[src/rtl/rds_blkbuf_pkg.sv]
package rds_blkbuf_pkg;

   localparam logic [3:0] WORD_HDR = 4'b1010;
   localparam int unsigned WORD_BITS = 32;

   typedef struct packed {
      logic        owd;
      logic [2:0]  kind;
      logic        ari;
      logic        syc;
      logic [2:0]  err;
      logic [15:0] data;
   } blk_entry_t;

   function automatic int unsigned thr_of(input logic [1:0] sel);
      case (sel)
         2'b00:   return 1;
         2'b01:   return 4;
         2'b10:   return 8;
         default: return 12;
      endcase
   endfunction

endpackage

[src/rtl/rbb_store.sv]
module rbb_store
   import rds_blkbuf_pkg::*;
#(
   parameter int unsigned DEPTH = 24,
   localparam int unsigned PTR_W = $clog2(DEPTH),
   localparam int unsigned CNT_W = $clog2(DEPTH + 1)
) (
   input  logic             clk,
   input  logic             rst_n,
   input  logic             clr,
   input  logic             push,
   input  logic             pop,
   input  blk_entry_t       din,
   output blk_entry_t       head,
   output logic [CNT_W-1:0] count,
   output logic             overwrite
);

   blk_entry_t       mem [DEPTH];
   logic [PTR_W-1:0] wr_ptr, rd_ptr, wr_nx, rd_nx;
   logic             full, pop_ok;

   generate
      if ((1 << PTR_W) == DEPTH) begin : g_pow2
         assign wr_nx = wr_ptr + PTR_W'(1);
         assign rd_nx = rd_ptr + PTR_W'(1);
      end else begin : g_mod
         assign wr_nx = (wr_ptr == PTR_W'(DEPTH - 1)) ? '0 : wr_ptr + PTR_W'(1);
         assign rd_nx = (rd_ptr == PTR_W'(DEPTH - 1)) ? '0 : rd_ptr + PTR_W'(1);
      end
   endgenerate

   assign full      = (count == CNT_W'(DEPTH));
   assign pop_ok    = pop && (count != '0);
   assign overwrite = push && full && !pop_ok;
   assign head      = mem[rd_ptr];

   always_ff @(posedge clk) begin
      if (push) mem[wr_ptr] <= din;
   end

   always_ff @(posedge clk or negedge rst_n) begin
      if (!rst_n) begin
         wr_ptr <= '0;
         rd_ptr <= '0;
         count  <= '0;
      end else if (clr) begin
         wr_ptr <= '0;
         rd_ptr <= '0;
         count  <= '0;
      end else begin
         if (push) wr_ptr <= wr_nx;
         if (pop_ok || overwrite) rd_ptr <= rd_nx;
         if (!overwrite)
            count <= count + {{(CNT_W-1){1'b0}}, push} - {{(CNT_W-1){1'b0}}, pop_ok};
      end
   end

   // occupancy never exceeds capacity
   p_count_bound_r3: assert property (@(posedge clk) disable iff (!rst_n)
      count <= CNT_W'(DEPTH)) else $error("count above depth");

   // an overwrite leaves the buffer full
   p_overwrite_full_r3: assert property (@(posedge clk) disable iff (!rst_n)
      (overwrite && !clr) |=> (count == CNT_W'(DEPTH))) else $error("overwrite lost fullness");

   // a synchronization reset empties the buffer
   p_clear_r9: assert property (@(posedge clk) disable iff (!rst_n)
      clr |=> (count == '0)) else $error("clear did not empty");

endmodule

[src/rtl/rbb_reader.sv]
module rbb_reader
   import rds_blkbuf_pkg::*;
#(
   parameter int unsigned WBITS = WORD_BITS,
   localparam int unsigned BC_W = $clog2(WBITS)
) (
   input  logic clk,
   input  logic rst_n,
   input  logic clr,
   input  logic rd_active,
   input  logic bit_take,
   input  logic nonempty,
   input  logic overwrite,
   output logic pop,
   output logic sess_end
);

   logic [BC_W-1:0] bit_cnt;
   logic            rd_prev, last, taking;

   assign last     = (bit_cnt == BC_W'(WBITS - 1));
   assign sess_end = rd_prev && !rd_active;
   assign taking   = rd_active && bit_take && nonempty;
   assign pop      = nonempty && !clr && last && (taking || sess_end);

   always_ff @(posedge clk or negedge rst_n) begin
      if (!rst_n) begin
         bit_cnt <= '0;
         rd_prev <= 1'b0;
      end else begin
         rd_prev <= rd_active;
         if (clr || sess_end || overwrite)
            bit_cnt <= '0;
         else if (taking)
            bit_cnt <= last ? '0 : bit_cnt + BC_W'(1);
      end
   end

   // outside a session, and after its closing cycle, the word restarts at bit 0
   p_idle_restart_r5: assert property (@(posedge clk) disable iff (!rst_n)
      (!rd_active && !rd_prev) |-> (bit_cnt == '0)) else $error("bit position kept outside session");

endmodule

[src/rtl/rbb_request.sv]
module rbb_request
   import rds_blkbuf_pkg::*;
#(
   parameter int unsigned CNT_W    = 5,
   parameter int unsigned HOLD_CYC = 40,
   localparam int unsigned HW      = $clog2(HOLD_CYC + 1)
) (
   input  logic             clk,
   input  logic             rst_n,
   input  logic             clr,
   input  logic             synced,
   input  logic             sess_end,
   input  logic             rd_active,
   input  logic [1:0]       thr_sel,
   input  logic [CNT_W-1:0] count,
   output logic             req_n
);

   logic [HW-1:0] hold_cnt;
   logic          seen;
   logic          enough;

   assign enough = (count >= CNT_W'(thr_of(thr_sel)));
   assign req_n  = !(seen && !rd_active && (hold_cnt == '0) && enough);

   always_ff @(posedge clk or negedge rst_n) begin
      if (!rst_n) begin
         hold_cnt <= '0;
         seen     <= 1'b0;
      end else begin
         if (sess_end)
            hold_cnt <= HW'(HOLD_CYC);
         else if (hold_cnt != '0)
            hold_cnt <= hold_cnt - HW'(1);
         if (clr)
            seen <= 1'b0;
         else if (synced)
            seen <= 1'b1;
      end
   end

   // the line stays high in the cycle after a session closes
   p_blank_after_read_r10: assert property (@(posedge clk) disable iff (!rst_n)
      sess_end |=> req_n) else $error("request low right after session");

   // no request while the blanking counter runs
   p_hold_high_r10: assert property (@(posedge clk) disable iff (!rst_n)
      (hold_cnt != '0) |-> req_n) else $error("request during blanking");

   // after a synchronization reset the line stays high
   p_gate_after_reset_r9: assert property (@(posedge clk) disable iff (!rst_n)
      clr |=> req_n) else $error("request right after sync reset");

endmodule

[src/rtl/rds_blkbuf.sv]
module rds_blkbuf
   import rds_blkbuf_pkg::*;
#(
   parameter int unsigned DEPTH    = 24,
   parameter int unsigned HOLD_CYC = 40,
   localparam int unsigned CNT_W   = $clog2(DEPTH + 1)
) (
   input  logic        clk,
   input  logic        rst_n,
   input  logic        sync_rst,
   input  logic        synced,
   input  logic        wr_unsync_en,
   input  logic [1:0]  thr_sel,
   input  logic        blk_valid,
   input  logic        blk_ow_found,
   input  logic [2:0]  blk_ow_kind,
   input  logic        blk_ari,
   input  logic [2:0]  blk_err,
   input  logic [15:0] blk_data,
   input  logic        rd_active,
   input  logic        bit_take,
   output logic [31:0] rd_word,
   output logic        req_n
);

   generate
      if (DEPTH < 17 || DEPTH > 4096) begin : g_bad_depth
         $error("DEPTH must lie in 17..4096 for the fill code bands");
      end
      if (HOLD_CYC < 1) begin : g_bad_hold
         $error("HOLD_CYC must be at least 1");
      end
   endgenerate

   blk_entry_t       din, head;
   logic [CNT_W-1:0] count;
   logic             push, pop, overwrite, sess_end, nonempty;
   logic             more;
   logic [1:0]       fill;

   assign push     = blk_valid && !sync_rst && (synced || wr_unsync_en);
   assign nonempty = (count != '0);
   assign din      = '{owd: blk_ow_found, kind: blk_ow_kind, ari: blk_ari,
                       syc: synced, err: blk_err, data: blk_data};

   rbb_store #(.DEPTH(DEPTH)) u_store (
      .clk(clk), .rst_n(rst_n), .clr(sync_rst), .push(push), .pop(pop),
      .din(din), .head(head), .count(count), .overwrite(overwrite)
   );

   rbb_reader #(.WBITS(WORD_BITS)) u_reader (
      .clk(clk), .rst_n(rst_n), .clr(sync_rst), .rd_active(rd_active),
      .bit_take(bit_take), .nonempty(nonempty), .overwrite(overwrite),
      .pop(pop), .sess_end(sess_end)
   );

   rbb_request #(.CNT_W(CNT_W), .HOLD_CYC(HOLD_CYC)) u_request (
      .clk(clk), .rst_n(rst_n), .clr(sync_rst), .synced(synced),
      .sess_end(sess_end), .rd_active(rd_active), .thr_sel(thr_sel),
      .count(count), .req_n(req_n)
   );

   always_comb begin
      more = (count >= CNT_W'(2));
      if (count == CNT_W'(DEPTH))      fill = 2'b11;
      else if (count >= CNT_W'(16))    fill = 2'b10;
      else if (count >= CNT_W'(8))     fill = 2'b01;
      else                             fill = 2'b00;
   end

   assign rd_word = nonempty ?
      {WORD_HDR, head.owd, head.kind, more, fill, head.ari, head.syc, head.err, head.data}
      : 32'h0;

   // an empty buffer shows an all-zero word
   p_empty_zero_r4: assert property (@(posedge clk) disable iff (!rst_n)
      (count == '0) |-> (rd_word == 32'h0)) else $error("empty word not zero");

   // a retire without a write lowers the count by one
   p_retire_r5: assert property (@(posedge clk) disable iff (!rst_n)
      (pop && !push && !sync_rst) |=> ((count + CNT_W'(1)) == $past(count)))
      else $error("retire did not lower count");

   // an unsynchronized block with storing disabled leaves the count alone
   p_unsync_drop_r6: assert property (@(posedge clk) disable iff (!rst_n)
      (blk_valid && !synced && !wr_unsync_en && !sync_rst && !pop) |=> (count == $past(count)))
      else $error("unsynchronized block stored");

endmodule

[config.mk]
export PLATFORM = sky130hd
export DESIGN_NAME = rds_blkbuf
export DESIGN_NICKNAME = d
export VERILOG_FILES = /design/src/rtl/rds_blkbuf_pkg.sv /design/src/rtl/rbb_store.sv /design/src/rtl/rbb_reader.sv /design/src/rtl/rbb_request.sv /design/src/rtl/rds_blkbuf.sv
export SDC_FILE = /design/constraint.sdc
export NUM_CORES = 1
export LEC_CHECK = 0
export BUFFER_PORTS_ARGS = -buffer_cell sky130_fd_sc_hd__buf_2
export CAP_MARGIN = 20
export CORE_ASPECT_RATIO = 1.25
export CORE_MARGIN = 8
export CORE_UTILIZATION = 55
export CTS_BUF_LIST = sky130_fd_sc_hd__clkbuf_4
export CTS_CLUSTER_DIAMETER = 40
export DETAILED_ROUTE_END_ITERATION = 7
export PLACE_DENSITY = 0.76
export SLEW_MARGIN = 20
export SYNTH_ARGS = -nofsm -noshare
export SYNTH_HDL_FRONTEND = slang
export SYNTH_SLANG_ARGS = --single-unit
export TNS_END_PERCENT = 1
[constraint.sdc]
create_clock -name clk -period 3.7 [get_ports clk]
set_input_delay 0.555 -clock clk [delete_from_list [all_inputs] [get_ports clk]]
set_output_delay 0.555 -clock clk [all_outputs]
set_load 0.02 [all_outputs]
=== Word-level counts from Yosys, hierarchy flattened ===
Memories as Yosys holds them, arrays and structs flattened.
Cells that the tools add are included.

* Logic and storage cells: 79
* ROM bits: 0
* Bits of input ports: 34
* Bits in latches: 0
* Register bits after elaboration: 28
* Memories kept: 1
* Output and inout port bits: 33
* Memory bits (writable): 600

* Multipliers: 0
* Reductions and logical operators: 32
* Mux-type cells: 22
* $add $sub $neg: 6
* Eq/ne operators: 7
* Shift operators: 0
* Div/mod/pow operators: 0
* Bitwise logic cells: 0
* $lt $le $gt $ge: 4

{| class="wikitable"
|+ Memories
! name !! depth !! width !! rd ports !! clocked after Yosys merged registers in !! write ports !! RTL line !! source
|-
| u_store.mem || 24 || 25 || 1 || 0 || 1 || rbb_store.sv:19 || <nowiki>blk_entry_t mem [DEPTH];</nowiki>
|}

{| class="wikitable"
|+ Operators by type and width
! kind !! number
|-
| $mux 5 || 11
|-
| $mux 32 || 1
|-
| $eq 5x5->1 const B || 4
|-
| $add 5x1->5 const B || 3
|-
| $logic_and 1x1->1 || 14
|-
| $mux 6 || 2
|-
| $pmux 4 s3 || 1
|-
| $reduce_bool 2->1 || 5
|-
| $logic_not 6->1 || 1
|-
| $reduce_bool 6->1 || 1
|-
| $sub 6x1->6 const B || 1
|-
| $add 5x1->5 || 1
|-
| $ge 5x2->1 const B || 1
|-
| $ge 5x4->1 || 1
|-
| $ge 5x4->1 const B || 1
|-
| $ge 5x5->1 const B || 1
|-
| $logic_or 1x1->1 || 5
|-
| $mux 1 || 5
|-
| $reduce_bool 5->1 || 1
|-
| $sub 5x1->5 || 1
|-
| $logic_not 1->1 || 4
|-
| $mux 2 || 2
|-
| $eq 2x1->1 const B || 1
|-
| $eq 2x2->1 const B || 1
|-
| 2 further kinds || 2
|}

=== Logic depth before layout (Yosys ltp) ===
* Depth in word-level cells: 10
* Depth in mapped cells: 15
* Gate-level depth less buffers: 15

=== Cells and area by module ===
Synthesis repeated with hierarchy kept, for this count alone.

* Cells, all modules: 1331
* Area, all modules: 25109.1 um^2

{| class="wikitable"
|+ By module, submodules not included
! module !! times used !! area each (um^2) !! sequential area each (um^2) !! cells an instance
|-
| rbb_store || 1 || 24018.0 || 18392.6 || 1209
|-
| rbb_request || 1 || 456.7 || 175.2 || 48
|-
| rbb_reader || 1 || 321.6 || 150.1 || 31
|-
| rds_blkbuf || 1 || 312.8 || 0.0 || 43
|}

=== Least setup slack after synthesis ===
Ideal clock, no wire load.

* Path kind: register -> register
* Start point: register u_store.count[3]
* End point: register u_store.count[4]
* Buffers on the path: 0
* Arrival time: 2795 ps
* Path slack: 767 ps
* Setup time: 138 ps
* Cell stages (with the launch flop): 15
* Clock period less this slack: 2933 ps
* Required time: 3562 ps
* Cells stage by stage: dfrtp_1 inv_1 ha_1 nor4b_4 a211o_2 inv_2 ha_1 inv_1 ha_1 inv_1 fa_1 o21bai_1 a21oi_1 xnor2_1 o22ai_1

* Word-level cells in the longest chain between the ends: 8
* Elaborated cells on any way between the ends: 16
* Those cells by class: 2 x add/sub; 2 x eq/ne; 2 x mux; 10 x reduce/logical

{| class="wikitable"
|+ RTL lines
! what !! RTL line !! source
|-
| from (decl) || rbb_store.sv:15 || <nowiki>output logic [CNT_W-1:0] count,</nowiki>
|-
| from (signal assigned) || rbb_store.sv:55 || <nowiki>count <= count + {{(CNT_W-1){1'b0}}, push} - {{(CNT_W-1){1'b0}}, pop_ok};</nowiki>
|-
| branches (longest 8 deep; another with $add 5x1->5) || - ||
|}

Parallel ways; which one is timed is not known. The select of a mux whose other input is x is not followed.
A chain may end at the register's enable or synchronous reset.

=== Worst setup path after layout ===
* Start point: register u_store.count[2]
* End point: output port rd_word[9]

* Word-level cells in the longest chain between the ends: 2

{| class="wikitable"
|+ RTL lines
! what !! RTL line !! source
|-
| $reduce_bool 5->1 || rds_blkbuf.sv:42 || <nowiki>assign nonempty = (count != '0);</nowiki>
|-
| $mux 32 || rds_blkbuf.sv:71 || <nowiki>assign rd_word = nonempty ?</nowiki>
|-
| to (decl) || rds_blkbuf.sv:22 || <nowiki>output logic [31:0] rd_word,</nowiki>
|}

No other way between the ends.

==> metrics.txt <==
Clock Root Buffer=clkbuf_4; Worst Path Required=~3.1 ns; number of global-route vias before repair=13300; reported max-cap violation count=0; total power draw=14.4 mW; Clock Skew=0.0517 ns; die width=about 210 um; port bufs=64; vias per cell=about 6.3; area leader, netlist=edfxtp_1; Logic pwr share=roughly 7%; R2R depth=15; final worst path period share=between 90% and 100%; minimum clock period=between 3 and 4 ns; final setup vio count=0; cell count along the critical path=10; worst skew pair latency=between 0.8 and 0.9 ns; register area share after synthesis=76.1%; Final WS setup=around 0.064 ns; crit-path cells=inv_2 > ha_2 > nor4b_4 > buf_6 > inv_4 > and2_1 > buf_8 > a22oi_2 > o211ai_1 > buf_2; reg2reg setup slack=approximately 0.54 ns; DRC viols=0; H-tree levels=4; syn_area_per_cell=between 20 and 25 um^2; synth warn=0; CTS tree=built; hold slack=0.105 ns; Min-Delay Endpoint=u_store.mem[0][3]; Critical Path Sink Type=output port; max incr delay on CP=0.42 ns; deepest clock path buffer count=3; worst flop-to-flop path endpoint=u_store.count[4]; DR WL/cell=between 20 and 30 um; Post-DRT Antenna Nets=0; first-pass GRT wire length=slightly above 80000 um; die extent in y=approximately 250 um; Place WS=between 0.5 and 0.6 ns; NetSw=between 3 and 4 mW; DIE AREA=about 52000 um^2; CP max stage cell=dfrtp_1; Post-Syn Instances=roughly 1100; Sequential Power Share=~55%; via count=around 13000; Initial Utilization=55.7%; ys flop type=edfxtp_1; IO Count=67; CP Class=flop to output port; Layout area overhead=14.8%; CTS sink cnt=~630; Area contributors post-synth=edfxtp_1 73%, mux4_2 14%, dfrtp_1 2.8%; Critical Path Fanout Max=15; count of different cell masters after synthesis=53; routed wire length=approximately 56000 um; WHS Path Cells=1; largest delay contributor family on the critical path=buffers and inverters; gp weighted congestion=~0.78; worst IR drop on VDD=roughly 0.33 mV; RSZ-0062 raised after global routing=true; Pwr Density=around 510 nW/um^2; DP HPWL=30400 um; fmax=around 280 MHz; clk slew on worst S/H paths=~0.07 ns; most common cell after layout, fill and taps aside=edfxtp_1; total track usage=roughly 22%; Synth Cell Area=approximately 25000 um^2; nets@finish=between 1000 and 1500; Final Hold Violating Endpoints=0; Slew Limit Fails=0; Pint=11.1 mW; GR Overflow Total=0; Yosys reg bits=around 630; commonest cells after routing, fill and taps aside=600 x edfxtp_1, 209 x clkbuf_4, 150 x mux4_2, 61 x buf_2, 45 x buf_4; drt first pass iters=7; Rows=between 80 and 90; Post-synth EDFFs=600; ys async rst share=under 10%; initial antenna violation count=3; CP arrival=just over 3 ns; Sw Ratio=between 20% and 30%; WP buf/inv=5; share of cells above drive strength 1=about 39%; cell leakage power=around 9.2 nW; largest net degree at the start of global routing=55; status=completed; initial drt markers=1316; Slew headroom=a little under three fifths; core area=around 44000 um^2; startpoint types=flop; reg2reg start=u_reader.bit_cnt[0]; worst min path class=input port to flop; Clk pwr share=38.1%; hold_sp=blk_data[3]; top cell type's share of synthesized area=between 70% and 80%; Worst-Margin Slew=~0.66 ns; TritonCTS Buffers=149
==> repair_timing <==
item / 4_1_cts / 5_1_grt
setup buffers: 10 / 4
pin swaps: 4 / 2
cloned: 1 / 0
endpoints found under the hold margin: 32 / 0
gates resized for setup: 13 / 6
hold buffers: 2 / 0
setup endpoints to repair: 25 / 24
==> how the worst max path moves through the flow <==
stage	start	to
floorplan	u_store.count[3]	u_store.count[4]
global placement	u_reader.bit_cnt[0]	u_store.count[4]
detailed placement	u_store.count[3]	rd_word[10]
CTS	u_store.count[2]	rd_word[9]
global route	u_store.count[2]	rd_word[20]
finish	u_store.count[2]	rd_word[9]
==> cell type report <==
| cell class | count | area [um^2] |
|---|---|---|
| fillers | 2942 | 15900 |
| multi-input cells | 436 | 5740 |
| clock buffers | 209 | 1570 |
| diodes | 2 | 5.00 |
| repair buffers | 133 | 1130 |
| flip-flops and latches | 628 | 18700 |
| well taps | 572 | 716 |
| clock inverters | 39 | 283 |
| inverters | 21 | 81.3 |
==> registers in the layout, summed over array words and instances, names as in the netlist <==
| signal | cells |
|---|---|
| u_request.seen | 1 |
| u_store.rd_ptr | 5 |
| u_store.mem | 600 |
| u_store.wr_ptr | 5 |
| u_reader.bit_cnt | 5 |
| u_request.hold_cnt | 6 |
| u_store.count | 5 |
| u_reader.rd_prev | 1 |
==> synth_stat cells, types with 2 or more instances <==
cell type	n
o21a_1	2
mux2_2	2
and3_1	2
or3b_2	3
dfrtp_1	28
clkbuf_1	26
buf_1	2
mux2i_1	30
o211ai_1	30
ha_1	23
a21oi_1	12
mux4_2	150
or2b_1	2
buf_4	4
o21bai_1	2
or4_1	3
inv_1	18
o21ai_0	7
buf_2	19
or3_1	2
nor3_1	6
nand3_1	10
edfxtp_1	600
nor3b_1	3
nor2_1	45
a22oi_2	12
xnor2_1	5
nor2b_1	3
a22oi_1	38
buf_6	6
nand2b_1	5
o31ai_1	3
and2_1	2
nand2_1	12
a31oi_1	4
inv_2	2
==> logic make-up (layout without fill, tap and decap cells) <==
logic type      Yosys count  in the layout  share of synthesized area [%]
compound gates          115            115                           3.58
mux                     182            182                           15.0
buf+inv                  78            402                           1.54
flops                   628            628                           76.1
fa+ha+maj                24             24                           1.25
simple gates            107            108                           2.28
other cells               1              4                         0.0152
xor+xnor                  5              5                          0.178
==> power groups by stage <==
stage          clock network [mW]  registers [mW]  logic, mW
5_1_grt                      5.94            7.89       1.07
2_1_floorplan                   0            8.03      0.549
3_5_place_dp                    0            8.04      0.932
3_3_place_gp                    0            8.04      0.905
4_1_cts                      5.60            7.88      0.983
6_report                     5.48            7.89      0.995
==> metal layers <==
layer	vias to the layer above	global-route usage, %	routed length (um)
met1	6680	29.3	21200
li1	5338	-	-
met5	-	0	13
met2	721	35.2	28400
met3	109	4.89	5060
met4	2	9.26	1500
==> metrics by stage <==
step	cell area (um^2)	std cells	setup TNS [ns]	util, %
after floorplan	24600	1141	0	-
after global placement	26200	1773	0	59.3
after detailed placement	26200	1773	0	59.3
after CTS	28200	2034	-0.0208	63.9
after global routing	28200	2039	-0.605	64.0
final	28200	2040	0	64.0
Power figures use the tool's default switching activity.
